### config.mk
export PLATFORM = sky130hd
export DESIGN_NAME = mst_slot_table
export DESIGN_NICKNAME = d
export VERILOG_FILES = /design/src/rtl/mst_slot_table.sv
export SDC_FILE = /design/constraint.sdc
export NUM_CORES = 1
export LEC_CHECK = 0
export ABC_AREA = 1
export CORE_AREA = 2 2 111 86
export DETAILED_ROUTE_END_ITERATION = 8
export DIE_AREA = 0 0 113 88
export PLACE_DENSITY = 0.7
export SLEW_MARGIN = 20
export SYNTH_ARGS = -nofsm -noshare
export SYNTH_HDL_FRONTEND = slang
export SYNTH_SLANG_ARGS = --single-unit
### constraint.sdc
create_clock -name clk -period 1.5 [get_ports clk]
set_clock_uncertainty 0.2 [all_clocks]
set_input_delay 0.3 -clock clk [delete_from_list [all_inputs] [get_ports clk]]
set_output_delay 0.3 -clock clk [all_outputs]
set_load 0.01 [all_outputs]
### src/rtl/mst_slot_table.sv
module mst_slot_table #(
  parameter int ID_W      = 4,
  parameter int CNT_W     = 6,
  parameter int KEEP_HDRS = 16
) (
  input  logic                         clk,
  input  logic                         rst_n,
  input  logic                         wr_en,
  input  logic                         wr_pair,
  input  logic [2*(ID_W+CNT_W)-1:0]    wr_data,
  input  logic                         upd_wr,
  input  logic [1:0]                   upd_code,
  input  logic                         upd_add_vc,
  input  logic                         hdr_strobe,
  output logic [4*(ID_W+CNT_W)-1:0]    act_tbl,
  output logic [1:0]                   upd_state,
  output logic                         busy,
  output logic                         trig_send,
  output logic                         keepout
);
  localparam int E    = ID_W + CNT_W;
  localparam int ROWS = 4;
  localparam int KC_W = (KEEP_HDRS > 1) ? $clog2(KEEP_HDRS) : 1;

  typedef enum logic [1:0] {PH_IDLE, PH_TRIG, PH_WAIT} phase_t;

  phase_t             phase;
  logic [1:0]         code_q;
  logic               add_q;
  logic [KC_W-1:0]    kcnt;
  logic [ROWS*E-1:0]  pend_tbl;
  logic               idle, commit, accept;

  assign idle   = (phase == PH_IDLE);
  assign commit = (phase == PH_WAIT) && hdr_strobe;
  assign accept = idle && upd_wr && (upd_code == 2'd1 || upd_code == 2'd2);

  assign busy      = !idle;
  assign trig_send = (phase == PH_TRIG);
  assign upd_state = code_q;

  always_ff @(posedge clk or negedge rst_n) begin
    if (!rst_n) begin
      phase  <= PH_IDLE;
      code_q <= 2'd0;
      add_q  <= 1'b0;
    end else if (accept) begin
      phase  <= (upd_code == 2'd1) ? PH_TRIG : PH_WAIT;
      code_q <= upd_code;
      add_q  <= upd_add_vc;
    end else if (phase == PH_TRIG) begin
      phase  <= PH_WAIT;
    end else if (commit) begin
      phase  <= PH_IDLE;
      code_q <= 2'd0;
    end
  end

  for (genvar r = 0; r < ROWS; r++) begin : g_row
    always_ff @(posedge clk or negedge rst_n) begin
      if (!rst_n)
        pend_tbl[r*E +: E] <= '0;
      else if (idle && wr_en && wr_pair == 1'(r / 2))
        pend_tbl[r*E +: E] <= wr_data[(r % 2)*E +: E];
    end
    always_ff @(posedge clk or negedge rst_n) begin
      if (!rst_n)
        act_tbl[r*E +: E] <= '0;
      else if (commit)
        act_tbl[r*E +: E] <= pend_tbl[r*E +: E];
    end
  end

  always_ff @(posedge clk or negedge rst_n) begin
    if (!rst_n) begin
      keepout <= 1'b0;
      kcnt    <= '0;
    end else if (commit && add_q) begin
      keepout <= 1'b1;
      kcnt    <= '0;
    end else if (keepout && hdr_strobe) begin
      if (kcnt == KC_W'(KEEP_HDRS - 1)) keepout <= 1'b0;
      kcnt <= kcnt + 1'b1;
    end
  end

  assert_trig_single_R4: assert property (@(posedge clk) disable iff (!rst_n)
    trig_send |=> !trig_send);
  assert_trig_no_commit_R4: assert property (@(posedge clk) disable iff (!rst_n)
    trig_send |=> $stable(act_tbl));
  assert_hold_no_hdr_R6: assert property (@(posedge clk) disable iff (!rst_n)
    !hdr_strobe |=> $stable(act_tbl));
  assert_busy_fall_R6: assert property (@(posedge clk) disable iff (!rst_n)
    $fell(busy) |-> $past(hdr_strobe));
  assert_idle_field_R3: assert property (@(posedge clk) disable iff (!rst_n)
    !busy |-> upd_state == 2'd0);
  assert_pend_locked_R7: assert property (@(posedge clk) disable iff (!rst_n)
    busy |=> $stable(pend_tbl));
  assert_keep_rise_R8: assert property (@(posedge clk) disable iff (!rst_n)
    $rose(keepout) |-> ($past(hdr_strobe) && $past(busy)));
endmodule

==> out/metrics.csv, run 1 <==
metric,value,unit
status,finished with violations,
violations,"DRC, setup timing",
yosysMostFrequentCell,nand2_1,
reg2reg_from,phase[0]$_DFFE_PN0P_,
critical_path_class,reg -> out,
wl_met2,3.97,mm
grtUsageTotal,17.2,%
clk_latency,0.33,ns
fmax,0.622,GHz
ioPinCount,74,
synth.top_cell.area_share,58.2,%
post_dp_cell_area,4790,um^2
intPower,6.77,mW
seq_area_frac_synth,58.2,%
final_cells,597,
rows,30,
cap_viol_max_count,0,
synth_mux_area_share,0,%
synth_commonest_cells,"nand2_1 (92), dfrtp_1 (90), inv_1 (70)",
hold_class,reg -> reg,
via_per_inst,4.72,
die_h,88,um
vias,2816,
relSlewSlack,67.8,%
core_area,8860,um^2
grt_max_degree,91,
syn-cell-area,3870,um^2
syn_area_per_cell,10.2,um^2
drt-met1-wl,3.97,mm
r2r_cells,8,
worstReg2RegEnd,pend_tbl[28]$_DFFE_PN0P_,
hold_ws,0.280,ns
cts_inserted_buffers,9,
crit_arrival,1.11,ns
routed.top_layer,met4,
worstSetupEndpointType,primary output,
num_antenna_cells,0,
place.gp.congestion,0.733,
clock-sinks,90,
min_period,1.61,ns
drt-initial-drc-count,212,
drt_wl_total,8.44,mm
grt_pass1_wl,13.5,mm
post-dp-hpwl,5.08,mm
wl_per_cell,14.1,um
p_per_area,1820,nW/um^2
synthTopCellsByArea,"dfrtp_1 (58%), o21ai_2 (13%), nand2_1 (8.9%)",
power_leakage,2.73,nW
slew_violations,0,
switchingPower,3.28,mW
whs_path_depth,2,
yosysWarnings,0,
rsz0062_at_grt,true,
setup_viol,35,
area_delta_synth_final,42.7,%
synth_top_family_by_area,compound AO/OA/AOI/OAI gates,
ys_ff_latch,90,
syn_nets,409,
tightest_slew,0.484,ns
setup_slack,-0.108,ns
grt_pass1_vias,2858,
p_sw_share,32.7,%
drtAntennaViolNets,0,
synthSimpleGateAreaFrac,12.7,%
synthAdderAreaFrac,0.647,%
post-route-cell-area,5520,um^2
cts_buffer_depth,2,
final_net_count,511,
dieArea,9940,um^2
antenna_found_initial,0,
syn_inst,378,
r2r_setup_slack,-0.10,ns
cp-start-kind,register,
htreeDepth,3,
comb_power_share,34.4,%
ys_types,19,
clkPwrFrac,24.9,%
start_util,43.7,%
synth_flop_cell,dfrtp_1,
vdd_drop_max,0.840,mV
die_x,113,um
synth_compound_area_share,16.8,%
io_buffers,73,
hold_violations,0,
synth-edff-count,0,
dr.pass1.iters,6,
gr-total-overflow,0,
synth_top_area_cell,dfrtp_1,
drcViolationCount,5,
cts_root_buf,clkbuf_16,
clkTransAtPathRegs,0.06,ns
wl_met3,435,um
cts_tree,built,
min_period_over_period,107,%
dpl.cell_count,565,
drive_gt1_share,32.6,%
min_to,act_tbl[16]$_DFFE_PN0P_,
cp.required,1.00,ns
hp-start,act_tbl[16]$_DFFE_PN0P_,
final_util,62.3,%
p_seq_share,40.7,%
ys_async_sr_fraction,100,%
synth_xor_area_share,0.226,%
crit_path_max_fanout,2,
-- flip-flops by register name, indices dropped and copies added, names as in the netlist --
name	flops
keepout	1
pend_tbl	40
phase	2
kcnt	4
act_tbl	40
add_q	1
upd_state	2
-- area by class of cell --
type,count,area (um^2)
clock buffer,11,233
tap,112,140
fill,717,3340
inverter,70,263
multi-input combinational,201,1390
sequential,90,2250
clock inverter,5,103
timing repair buffer,108,1140
-- through the flow --
| step | setup TNS (ns) | power [mW] | setup WS, ns |
|---|---|---|---|
| floorplan | 0 | 5.70 | 0.124 |
| global placement | -17.00 | 7.31 | -0.267 |
| detailed placement | -19.23 | 7.43 | -0.328 |
| CTS | -1.69 | 9.92 | -0.115 |
| global route | -5.25 | 10.7 | -0.181 |
| finish | -2.66 | 10.1 | -0.108 |
-- per-layer routing --
| layer | vias up | track usage, % |
|---|---|---|
| li1 | 1387 | - |
| met1 | 1366 | 23.4 |
| met2 | 58 | 27.4 |
| met3 | 5 | 5.67 |
| met4 | 0 | 3.55 |
| met5 | - | 0 |
-- cell families after synthesis --
family | Yosys count
compound gates | 86
xor+xnor | 1
fa+ha+maj | 2
buf+inv | 87
flops | 90
simple gates | 112
-- power groups by stage --
stage | clock (mW) | combinational (mW) | sequential (mW)
2_1_floorplan | 0 | 1.53 | 4.17
3_3_place_gp | 0 | 3.34 | 3.97
3_5_place_dp | 0 | 3.43 | 4.01
4_1_cts | 2.56 | 3.35 | 4.01
5_1_grt | 2.67 | 3.83 | 4.22
6_report | 2.51 | 3.45 | 4.09
-- layout by cell type (no fill, tap or decap), drive strengths merged --
master          n
a21oi           3
buf            35
bufinv          3
clkbuf         20
clkdlybuf4s15  36
clkdlybuf4s50  27
clkinv          1
clkinvlp        1
dfrtp          90
dlygate4sd3     1
ha              2
inv            70
nand2          92
nand3           9
nand3b          1
nand4           4
nor2            5
nor3            1
o21ai          83
xor2            1
-- worst max-delay path by stage --
stage                               startpoint                        to  depth (start not counted)
after floorplan           phase[1]$_DFFE_PN0P_  pend_tbl[29]$_DFFE_PN0P_                          5
after global placement             upd_code[1]         add_q$_DFFE_PN0P_                          7
after detailed placement           upd_code[1]         add_q$_DFFE_PN0P_                          6
after CTS                 phase[0]$_DFFE_PN0P_                      busy                          4
after global routing      phase[0]$_DFFE_PN0P_  pend_tbl[35]$_DFFE_PN0P_                          8
final                     phase[0]$_DFFE_PN0P_                      busy                          4
-- worst max-delay path, stage by stage, from the launching register on --
cell and delay [ns]:
dfrtp_1 0.39, buf_6 0.13, nor2_4 0.09, inv_1 0.05, buf_2 0.13
-- what timing repair did --
item,4_1_cts,5_1_grt
endpoints found under the hold margin,90,0
buffers inserted,11,2
resized for setup,121,55
pin swaps,3,1
hold buffers,1,0
gates cloned,2,4
setup endpoints to repair,51,63
Power figures use the tool's default switching activity.
==> inputs of run 2 (changes only) <==
Settings changed: TNS_END_PERCENT set to 5.
==> run 2 against run 1 <==
  * The run still ends with DRC, setup timing left
  * First-iteration DRC count up 7.5%
  * Global-route usage fell by 1.1 points
  * Final cell count fell by 2.0%
  * Non-clock buffer count is 12 lower
  * Die area stayed put
  * Sequential power shrank 3%
==> out/metrics.csv, run 2 (synthesis results as in run 1) <==
metric,value,unit
clkPwrFrac,26.1,%
final_net_count,499,
clock-sinks,90,
cp.required,1.00,ns
status,finished with violations,
violations,"DRC, setup timing",
multi_input_area,1180,um^2
comb_power_share,32.2,%
switchingPower,3.01,mW
cp-start-kind,register,
grt_max_degree,91,
crit_arrival,1.09,ns
fillCellCount,765,
io_buffers,73,
wl_per_cell,12.2,um
p_per_area,1860,nW/um^2
worstReg2RegEnd,pend_tbl[5]$_DFFE_PN0P_,
worstSetupEndpointType,primary output,
whs_path_depth,2,
drt_wl_total,7.13,mm
cts_root_buf,clkbuf_16,
slew_violations,0,
htreeDepth,3,
start_util,43.7,%
setup_viol,21,
min_to,act_tbl[16]$_DFFE_PN0P_,
setup_slack,-0.0852,ns
min_period_over_period,106,%
cts_inserted_buffers,9,
drcViolationCount,5,
num_antenna_cells,0,
intPower,6.53,mW
dieArea,9940,um^2
r2r_cells,7,
clk_latency,0.33,ns
via_per_inst,4.57,
antenna_found_initial,0,
vias,2672,
cts_buffer_depth,2,
relSlewSlack,68.8,%
grtUsageTotal,16.1,%
post-dp-hpwl,5.08,mm
cap_viol_max_count,0,
reg2reg_from,phase[0]$_DFFE_PN0P_,
rsz0062_at_grt,true,
p_seq_share,41.7,%
regArea,2250,um^2
drive_gt1_share,23.9,%
min_period,1.59,ns
cts_tree,built,
mostFrequentLayoutCells,"nand2_1 (92), dfrtp_1 (88), inv_1 (70), o21ai_2 (59), clkdlybuf4s15_1 (36)",
die_h,88,um
area_delta_synth_final,32.5,%
rows,30,
grt_pass1_vias,2725,
final_common_cell,nand2_1,
dr.pass1.iters,6,
power_leakage,2.57,nW
ioPinCount,74,
setup_tns,-0.536,ns
p_sw_share,31.5,%
die_x,113,um
place.gp.congestion,0.733,
vdd_drop_max,0.809,mV
hp-start,act_tbl[16]$_DFFE_PN0P_,
final_util,57.9,%
hold_class,reg -> reg,
drt-initial-drc-count,228,
grt_pass1_wl,12.7,mm
gr-total-overflow,0,
r2r_setup_slack,-0.04,ns
clkTransAtPathRegs,0.06,ns
fmax,0.631,GHz
tightest_slew,0.467,ns
crit_path_start,phase[0]$_DFFE_PN0P_,
critical_path_class,reg -> out,
largestRegisters,"act_tbl x40, pend_tbl x40, kcnt x4",
drtAntennaViolNets,0,
crit_path_max_fanout,2,
core_area,8860,um^2
hold_violations,0,
==> run 2: cell types whose count changed in the layout (fill, tap and decap cells not counted), moves of 2 or more <==
cell,previous run,this run
nand2_1,61,92
nand2_4,22,0
buf_6,7,1
buf_8,2,0
clkbuf_16,11,9
nand2_2,9,0
==> run 2: critical path, cell delays in order (launching register included) <==
cell and delay [ns]:
dfrtp_1 0.39, buf_6 0.12, nor2_4 0.08, inv_1 0.04
buf_2 0.13
==> run 2: stage by stage <==
stage	hold slack, ns	worst slack, ns	instances	power [mW]	area, um^2
after global routing	0.307	-0.154	585	10.2	5130
after detailed placement	0.185	-0.328	565	7.43	4790
final	0.280	-0.0852	585	9.53	5130
after CTS	0.280	-0.101	584	9.67	5130
after global placement	0.179	-0.267	565	7.31	4790
after floorplan	-0.196	0.124	378	5.70	3870
==> run 2: worst max path at each step <==
stage | endpoint | slack, ns | cells after the start
4_1_cts | busy | -0.10 | 4
5_1_grt | busy | -0.15 | 4
2_1_floorplan | pend_tbl[29]$_DFFE_PN0P_ | 0.12 | 5
3_3_place_gp | add_q$_DFFE_PN0P_ | -0.27 | 7
3_5_place_dp | add_q$_DFFE_PN0P_ | -0.33 | 6
6_report | busy | -0.09 | 4
==> run 2: cell type report <==
type	count	share of cell area [%]
clock buffer	11	4.54
timing repair buffer	96	18.5
multi-input combinational	201	23.1
clock inverter	5	2.00
tap	112	2.73
inverter	70	5.12
sequential	90	44.0
==> run 2: power groups by stage <==
stage,clock (mW),sequential [mW],combinational [mW]
3_3_place_gp,0,3.97,3.34
4_1_cts,2.56,3.98,3.14
3_5_place_dp,0,4.01,3.43
2_1_floorplan,0,4.17,1.53
6_report,2.49,3.97,3.07
5_1_grt,2.67,4.11,3.47
==> run 2: timing repair <==
action | in CTS | in global routing
setup buffers | 2 | 1
gates resized for setup | 90 | 18
setup endpoints to repair | 51 | 62
pin swaps | 2 | 0
hold buffers | 1 | 0
endpoints found under the hold margin | 90 | 0
==> run 2: per-layer routing <==
metal | wire length (um) | global-route usage (%)
met1 | 3410 | 22.1
met3 | 446 | 5.61
met4 | 38 | 3.55
met2 | 3230 | 25.0
met5 | 0 | 0
==> inputs of run 3 (changes only) <==
Settings changed: HOLD_SLACK_MARGIN set to 0.08.
==> results of run 3 <==
The final DEF is identical to that of run 2; final timing and power are the same.
